## config.mk

```make
export PLATFORM = sky130hd
export DESIGN_NAME = acq_cmd_sequencer
export DESIGN_NICKNAME = d
export VERILOG_FILES = /design/src/rtl/acq_pkg.sv /design/src/rtl/acq_cmd_decode.sv /design/src/rtl/acq_ramp.sv /design/src/rtl/acq_cmd_sequencer.sv
export SDC_FILE = /design/constraint.sdc
export NUM_CORES = 1
export LEC_CHECK = 0
export BUFFER_PORTS_ARGS = -buffer_cell sky130_fd_sc_hd__buf_2
export CORE_MARGIN = 3
export CORE_UTILIZATION = 26
export DETAILED_ROUTE_END_ITERATION = 6
export PLACE_DENSITY = 0.42
export SYNTH_ARGS = -nofsm -noshare
export SYNTH_HDL_FRONTEND = slang
export SYNTH_HIERARCHICAL = 1
export SYNTH_SLANG_ARGS = --single-unit
```

## constraint.sdc

```tcl
create_clock -name clk -period 2.1 [get_ports clk]
set_input_delay 0 -clock clk [delete_from_list [all_inputs] [get_ports clk]]
set_output_delay 0 -clock clk [all_outputs]
set_load 0.02 [all_outputs]
```

## src/rtl/acq_pkg.sv

```systemverilog
package acq_pkg;
    localparam logic [2:0] TASK_RESET = 3'b111;

    typedef struct packed {
        logic       crc_zero;
        logic       tx_shape;
        logic [2:0] task_code;
    } cmd_fields_t;
endpackage

```

## src/rtl/acq_cmd_decode.sv

```systemverilog
module acq_cmd_decode
    import acq_pkg::*;
(
    input  logic        clk,
    input  logic        rst,
    input  logic        wr_en,
    input  logic [7:0]  wr_data,
    input  logic        rx_mode,
    output cmd_fields_t fields,
    output logic        pll_start,
    output logic        lev_start
);
    cmd_fields_t fields_d, fields_q;
    logic        launch_ok;
    logic        unused_rsvd;

    assign unused_rsvd = wr_data[3];

    always_comb begin
        fields_d  = fields_q;
        launch_ok = wr_en && rx_mode && (wr_data[2:0] != TASK_RESET);
        if (wr_en) begin
            fields_d.crc_zero  = wr_data[5];
            fields_d.tx_shape  = wr_data[4];
            fields_d.task_code = wr_data[2:0];
        end
    end

    assign pll_start = launch_ok && wr_data[7];
    assign lev_start = launch_ok && wr_data[6];
    assign fields    = fields_q;

    always_ff @(posedge clk) begin
        if (rst) fields_q <= '0;
        else     fields_q <= fields_d;
    end

    a_r2_task_latch: assert property (@(posedge clk) disable iff (rst)
        wr_en |=> (fields_q.task_code == $past(wr_data[2:0])));
endmodule

```

## src/rtl/acq_ramp.sv

```systemverilog
module acq_ramp #(
    parameter int IDX_W      = 3,
    parameter int STEP_TICKS = 4
) (
    input  logic             clk,
    input  logic             rst,
    input  logic             start,
    input  logic             sym_tick,
    input  logic [IDX_W-1:0] norm,
    output logic [IDX_W-1:0] idx,
    output logic             busy
);
    localparam int               CNT_W   = $clog2(STEP_TICKS + 1);
    localparam logic [IDX_W-1:0] IDX_MAX = '1;
    localparam logic [IDX_W-1:0] IDX_ONE = {{(IDX_W-1){1'b0}}, 1'b1};
    localparam logic [CNT_W-1:0] CNT_ONE = {{(CNT_W-1){1'b0}}, 1'b1};
    localparam logic [CNT_W-1:0] CNT_END = CNT_W'(STEP_TICKS - 1);

    typedef struct packed {
        logic [IDX_W-1:0] idx;
        logic [CNT_W-1:0] cnt;
        logic             busy;
    } ramp_t;

    ramp_t st_d, st_q;

    always_comb begin
        st_d = st_q;
        if (start) begin
            st_d.idx  = IDX_MAX;
            st_d.cnt  = '0;
            st_d.busy = (IDX_MAX > norm);
        end else if (st_q.busy) begin
            if (st_q.idx <= norm) begin
                st_d.idx  = norm;
                st_d.cnt  = '0;
                st_d.busy = 1'b0;
            end else if (sym_tick) begin
                if (st_q.cnt == CNT_END) begin
                    st_d.cnt  = '0;
                    st_d.idx  = st_q.idx - IDX_ONE;
                    st_d.busy = ((st_q.idx - IDX_ONE) > norm);
                end else begin
                    st_d.cnt = st_q.cnt + CNT_ONE;
                end
            end
        end else begin
            st_d.idx = norm;
            st_d.cnt = '0;
        end
    end

    always_ff @(posedge clk) begin
        if (rst) begin
            st_q.idx  <= norm;
            st_q.cnt  <= '0;
            st_q.busy <= 1'b0;
        end else begin
            st_q <= st_d;
        end
    end

    assign busy = st_q.busy && (st_q.idx > norm);
    assign idx  = busy ? st_q.idx : norm;

    a_r3_start_at_max: assert property (@(posedge clk) disable iff (rst)
        start |=> (st_q.idx == IDX_MAX));

    a_r6_step_by_one: assert property (@(posedge clk) disable iff (rst)
        (st_q.busy && (st_q.idx > norm) && !start) |=>
            ((st_q.idx == $past(st_q.idx)) || (st_q.idx == $past(st_q.idx) - IDX_ONE)));

    a_r6_hold_without_tick: assert property (@(posedge clk) disable iff (rst)
        (st_q.busy && (st_q.idx > norm) && !start && !sym_tick) |=>
            (st_q.idx == $past(st_q.idx)));
endmodule

```

## src/rtl/acq_cmd_sequencer.sv

```systemverilog
module acq_cmd_sequencer
    import acq_pkg::*;
#(
    parameter int IDX_W      = 3,
    parameter int STEP_TICKS = 4
) (
    input  logic             clk,
    input  logic             rst,
    input  logic             wr_en,
    input  logic [7:0]       wr_data,
    input  logic             rx_mode,
    input  logic             sym_tick,
    input  logic [IDX_W-1:0] pll_norm,
    input  logic [IDX_W-1:0] lev_norm,
    output logic [IDX_W-1:0] pll_idx,
    output logic [IDX_W-1:0] lev_idx,
    output logic             pll_busy,
    output logic             lev_busy,
    output logic             crc_zero,
    output logic             tx_shape,
    output logic [2:0]       task_code
);
    localparam int N_RAMP = 2;

    cmd_fields_t      fields;
    logic             pll_start, lev_start;
    logic             start_v [N_RAMP];
    logic [IDX_W-1:0] norm_v  [N_RAMP];
    logic [IDX_W-1:0] idx_v   [N_RAMP];
    logic             busy_v  [N_RAMP];

    acq_cmd_decode u_dec (
        .clk       (clk),
        .rst       (rst),
        .wr_en     (wr_en),
        .wr_data   (wr_data),
        .rx_mode   (rx_mode),
        .fields    (fields),
        .pll_start (pll_start),
        .lev_start (lev_start)
    );

    assign start_v[0] = pll_start;
    assign start_v[1] = lev_start;
    assign norm_v[0]  = pll_norm;
    assign norm_v[1]  = lev_norm;

    for (genvar g = 0; g < N_RAMP; g++) begin : g_ramp
        acq_ramp #(
            .IDX_W      (IDX_W),
            .STEP_TICKS (STEP_TICKS)
        ) u_ramp (
            .clk      (clk),
            .rst      (rst),
            .start    (start_v[g]),
            .sym_tick (sym_tick),
            .norm     (norm_v[g]),
            .idx      (idx_v[g]),
            .busy     (busy_v[g])
        );
    end

    assign pll_idx   = idx_v[0];
    assign lev_idx   = idx_v[1];
    assign pll_busy  = busy_v[0];
    assign lev_busy  = busy_v[1];
    assign crc_zero  = fields.crc_zero;
    assign tx_shape  = fields.tx_shape;
    assign task_code = fields.task_code;

    a_r5_tx_blocks_pll: assert property (@(posedge clk) disable iff (rst)
        (wr_en && !rx_mode && !pll_busy) |=> !pll_busy);

    a_r5_tx_blocks_lev: assert property (@(posedge clk) disable iff (rst)
        (wr_en && !rx_mode && !lev_busy) |=> !lev_busy);

    a_r2_crc_latch: assert property (@(posedge clk) disable iff (rst)
        wr_en |=> (crc_zero == $past(wr_data[5])));
endmodule

```

======== Word level (Yosys, flattened, before mapping) ========
Index checks and enable logic that the tools add are counted.
word-level totals
  register bits ........................... 19
  bits in latches ......................... 0
  memory bits (writable) .................. 0
  memory bits (read-only) ................. 0
  bits of input ports ..................... 19
  logic and storage cells ................. 60
  memories kept ........................... 0
operators by class
  $add $sub $neg .......................... 4
  $mul .................................... 0
  divide/modulo/power cells ............... 0
  $lt $le $gt $ge ......................... 8
  equality and inequality tests ........... 7
  shifts and indexed selects .............. 0
  mux-type cells .......................... 20
  bitwise logic cells ..................... 2
  reduce and logical (&&, ||, !) cells .... 10
operator list
  cell                                                 number
  two-way mux 7 bit                                    8
  != test 5 x 4 -> 1 bit, second input constant        4
  two-way mux 3 bit                                    6
  greater-than comparator 3 bit                        4
  two-way mux 6 bit                                    2
  OR reduction 4 bit                                   2
  adder 3 x 1 -> 3 bit, second input constant          2
  equality test 3 x 2 -> 1 bit, second input constant  2
  greater-than comparator 3 bit, first input constant  2
  <= comparator 3 bit                                  2
  logical AND 1 bit                                    6
  subtractor 3 x 1 -> 3 bit, second input constant     2
  two-way mux 1 bit                                    4
  AND reduction 2 bit                                  2
  != test 3 bit, second input constant                 1
  inverter 1 bit                                       2

======== Logic depth before layout (Yosys ltp) ========
  depth after elaboration ................. 8
  mapped depth ............................ 8
  depth with buffers taken out ............ 8

======== Modules after synthesis ========
Netlist, hierarchy kept.
by module, submodules not included
  module          times used  cells each  area an instance (µm²)
  acq_ramp        2           65          560.5
  acq_cmd_decode  1           20          202.7

======== Worst setup path after synthesis ========
Ideal clock, no wire load.
  path kind ............................... register to register
  start point ............................. register g_ramp[0].u_ramp/st_q[6] in the netlist's numbering
  end point ............................... register g_ramp[0].u_ramp/st_q[4] in the netlist's numbering (enable)
  arrival ................................. 1.483 ns
  data required time ...................... 1.789 ns
  slack ................................... 0.306 ns
  stages on the path, launching flop included .. 6
  period minus slack after synthesis ...... 1.794 ns
  path through ............................ edfxtp_1 > ha_1 > and3b_1 > o211ai_4 > inv_2 > nand3b_1
between the ends
  cells in the longest elaborated chain, start to end .. 3
  elaborated cells on any way between the ends .. 4
RTL lines
  item                              RTL line        text
  start: declaration                acq_ramp.sv:25  ramp_t st_d, st_q;
  start signal: assignment          acq_ramp.sv:59  st_q <= st_d;
  <= comparator 3 bit *             acq_ramp.sv:34  if (st_q.idx <= norm) begin
  != test 5 x 4 -> 1 bit (no line)  n/a
  AND reduction 2 bit (no line) *   n/a
Mark *: on every way between the ends. The rest lies on a longest branch, timed or not.
A chain may end at the register's enable or synchronous reset.

======== Final worst setup path ========
  start point ............................. register g_ramp[0].u_ramp/st_q[6] in the netlist's numbering
  end point ............................... output pll_idx[2]
between the ends
  cells in the longest elaborated chain, start to end .. 3
RTL lines
  item                           RTL line                 text
  greater-than comparator 3 bit  acq_ramp.sv:63           assign busy = st_q.busy && (st_q.idx > norm);
  logical AND 1 bit              acq_ramp.sv:63
  two-way mux 3 bit *            acq_ramp.sv:64           assign idx = busy ? st_q.idx : norm;
  end: declaration               acq_cmd_sequencer.sv:15  output logic [IDX_W-1:0] pll_idx,
Marks and branches as above.

==> run summary <==
The core region is 4820 um^2. By count the netlist is led by sky130_fd_sc_hd__ha_1 (16), sky130_fd_sc_hd__inv_1 (16), sky130_fd_sc_hd__nand2_1 (16). Setup violations remaining at the end of the flow were counted as 0. The tightest min-delay check is of the in2reg type. The logs give 0.333 for the sequential area share after synthesis and 0 for the max-cap violation count. The startpoint kind of the worst setup timing path was a register. Number of buffers added by the clock tree synthesis step: 3.

The global-route usage over all layers is 0.106. The final number of max-transition violations is 0. The critical path goes through ha_1, a21o_1, o211ai_4, inv_2, o21ai_1, buf_2. Counting every sink on the clock net gives 19. The critical path start-end classification was reg2out. After routing, the total negative slack on setup checks comes to 0 ns.

The post-synthesis area per instance was 8.83 um^2; the global-route wire length before repair was 5160 um. For the number of levels the H-tree was split into, the log shows 1. For the total number of yosys warnings, the log shows 6.

The initial detailed-routing violation count is 40. The synthesized design spends more area on one cell type than any other, namely sky130_fd_sc_hd__dfxtp_1. The cell sitting at the root of the clock tree is a sky130_fd_sc_hd__clkbuf_8.

After layout, the minimum clock period comes to 1.97 ns. The logs give 0 for the initial antenna violation count and 173 um for the amount of wire on met3 after detailed routing. Summed over all layers, the routed wires come to 3240 um. The number of flops mapped to enable cells by yosys works out to 6. The run gives 0.275 as the effective utilization at floorplan. Commonest register cell after synthesis: sky130_fd_sc_hd__dfxtp_1. Data on the critical path is required at its endpoint by 2.10 ns. Among all stages on the critical path, the largest delay is contributed by sky130_fd_sc_hd__edfxtp_1.

The average via count per standard cell was 4.70; the hold slack was 0.00699 ns. Summing every instance area after synthesis gives 1320 um^2. The largest single stage delay on the critical path is 0.45 ns. The critical path contains buffers and inverters numbering 2 combined. The final net count is 231, and the gate count of the mapped netlist is 150. Across the whole layout, storage elements account for 440 um^2.

The run gives 25 as the number of rows in the core area. The via count of the first global-routing pass was 1134. After synthesis, the netlist uses 31 different library cells. The congestion estimate from routability-driven global placement came to 0.765. The area added between synthesis and finish was 27.4%.

Overall die width: 77.4 um. Number of hold violations in the final report: 0. The period utilization came out at 0.937.

The total DRC errors in the routed layout was 0. The worst setup slack after placement was 0.133 ns. The floorplan step defined a die boundary enclosing 5980 um^2. During placement, the flow inserted port buffers numbering 30.

The final setup slack of the worst path is 0.132 ns. Once detailed placement completed, the half-perimeter wirelength came to 2470 um. The maximum net fanout on the critical path was 9; the height of the chip was 77.4 um.

For this design the static power due to leakage is 0.781 nW. The tools report the arrival time at the worst endpoint as 1.97 ns. The multi-input combinational cells in the finished layout cover a total of 805 um^2. The number of antenna cells inserted is 0, and the maximum number of pins on one net before global-route repair is 18.

In this run the cell area measured after placement is 1560 um^2. The fraction of layout cells with a size suffix above 1 was 0.262. Counting tap cells, the placed design contains a total of 248 instances. Ranked by total cell area, the synthesized netlist is headed by sky130_fd_sc_hd__dfxtp_1 (20%), sky130_fd_sc_hd__ha_1 (15%), sky130_fd_sc_hd__edfxtp_1 (14%). The clock passes through at most 2 buffers.

The async set-reset flop share out of synthesis is 0, and the sum of routed wire segments on met1 is 1530 um. At the pin with the least slew margin, the transition time is 0.347 ns. The number of synthesized register bits is 19. Summing all non-filler instances in the final layout gives an area of 1690 um^2.

Clock-pin slew was measured on the worst setup and hold paths at 0.08 ns. Routed signal wires occupy layers up through met4. The first TritonRoute pass finished after 5 iterations. The run gives 0.00636 ns as the final worst clock skew.

The worst slew margin relative to its limit was 0.769; the areal power density over the cells was 548 nW/um^2. Total of fill cells in the finished design: 538. The logs give 32 for the number of top-level design ports and 0.26 ns for the insertion delay of the later-clocked pin in the worst-skew pair. When the netlist entered floorplanning its net count stood at 185.

The logs give 508 MHz for the maximum clock frequency and 0.000360 V for the maximum resistive drop on vdd. Wire segments on met2 add up to 1520 um in the final route. For this run the aggregate overflow at the end of global routing stands at 0. The kind of cell with the highest combined delay along the critical path is compound AO/OA/AOI/OAI gates. The final routed wire length divided by cell count is 12.4 um. The worst setup path is captured at an output port. The number of routed nets with antenna violations is 0. For the total power after layout, the log shows 0.925 mW. Fraction of the core area covered by cells at the end of the flow: 0.350. TritonCTS built the clock tree. Summing over every cut layer, the via total after detailed routing is 1231.

Area share of the largest cell type after synthesis: 0.197. The flow ran to the end, and the final reports show no timing, DRC or antenna violations. For this run, the number of standard cells in the final layout without fillers is 262.
## worst min-delay path, cell delays in order
cell and delay [ns]:
sky130_fd_sc_hd__buf_2 0.09, sky130_fd_sc_hd__mux2i_1 0.06, sky130_fd_sc_hd__nor2_1 0.07
## report_power, final
part           internal, mW  switching, mW  leakage, nW
Combinational         0.105          0.143        0.588
Clock                 0.135          0.130       0.0228
Sequential            0.398         0.0136        0.170
Total                 0.638          0.286        0.781
## flip-flops by register name (all words and copies together) (netlist names)
name and flops:
g_ramp.u_ramp/st_q 14, u_dec/fields 5
## kinds of logic (layout without fill, tap and decap cells)
logic type,count (synthesis),count (layout),synth area share
AO/OA/AOI/OAI,34,34,0.198
multiplexers,5,5,0.0378
AND/OR/NAND/NOR,53,53,0.194
adder cells (fa/ha/maj),16,16,0.151
flip-flops,19,19,0.333
XOR/XNOR,4,4,0.0265
buffers and inverters,19,64,0.0595
## what timing repair did
action | in CTS | in global routing
resized for setup | 0 | 0
hold endpoints to repair | 2 | 0
setup buffers | 0 | 8
endpoints found under the setup margin | 0 | 4
hold buffers | 2 | 0
## final timing paths
kind | slack [ns] | start | cells after the start | endpoint
worst max register to register | 0.15 | g_ramp[0].u_ramp/st_q[6] | 5 | g_ramp[0].u_ramp/st_q[5]
worst min-delay path | 0.007 | wr_data[2] | 3 | u_dec/fields[2]
worst max-delay path | 0.13 | g_ramp[0].u_ramp/st_q[6] | 6 | pll_idx[2]
worst min register to register | 0.43 | g_ramp[1].u_ramp/st_q[3] | 2 | g_ramp[1].u_ramp/st_q[3]
## cell type report
class                      count  share of cell area
sequential                    19               0.261
inverter                      18              0.0401
multi-input combinational    112               0.477
clock buffer                   4              0.0267
timing repair buffer          42               0.145
tap                           67              0.0497
## placed cells by master, fill, tap and decap left out, drive strengths merged
master / instances
nand2b: 2
o32ai: 2
nand2: 16
a211oi: 4
inv: 18
nand3b: 2
and3: 2
nor3: 6
o21a: 2
o21ai: 10
xor2: 2
o22a: 2
mux2i: 5
xnor2: 2
a2111oi: 2
o22ai: 2
ha: 16
a21o: 2
nor2b: 2
a31oi: 2
o211ai: 2
edfxtp: 6
nand3: 6
dlygate4sd3: 2
and3b: 2
a21oi: 4
clkbuf: 4
buf: 40
nor2: 15
dfxtp: 13
## per-layer routing
layer | vias up | GRT usage
met1 | 568 | 0.140
met4 | 0 | 0.0160
met2 | 35 | 0.174
met3 | 2 | 0.0302
li1 | 626 | -
met5 | - | 0
(Power assumes the default switching activity.)
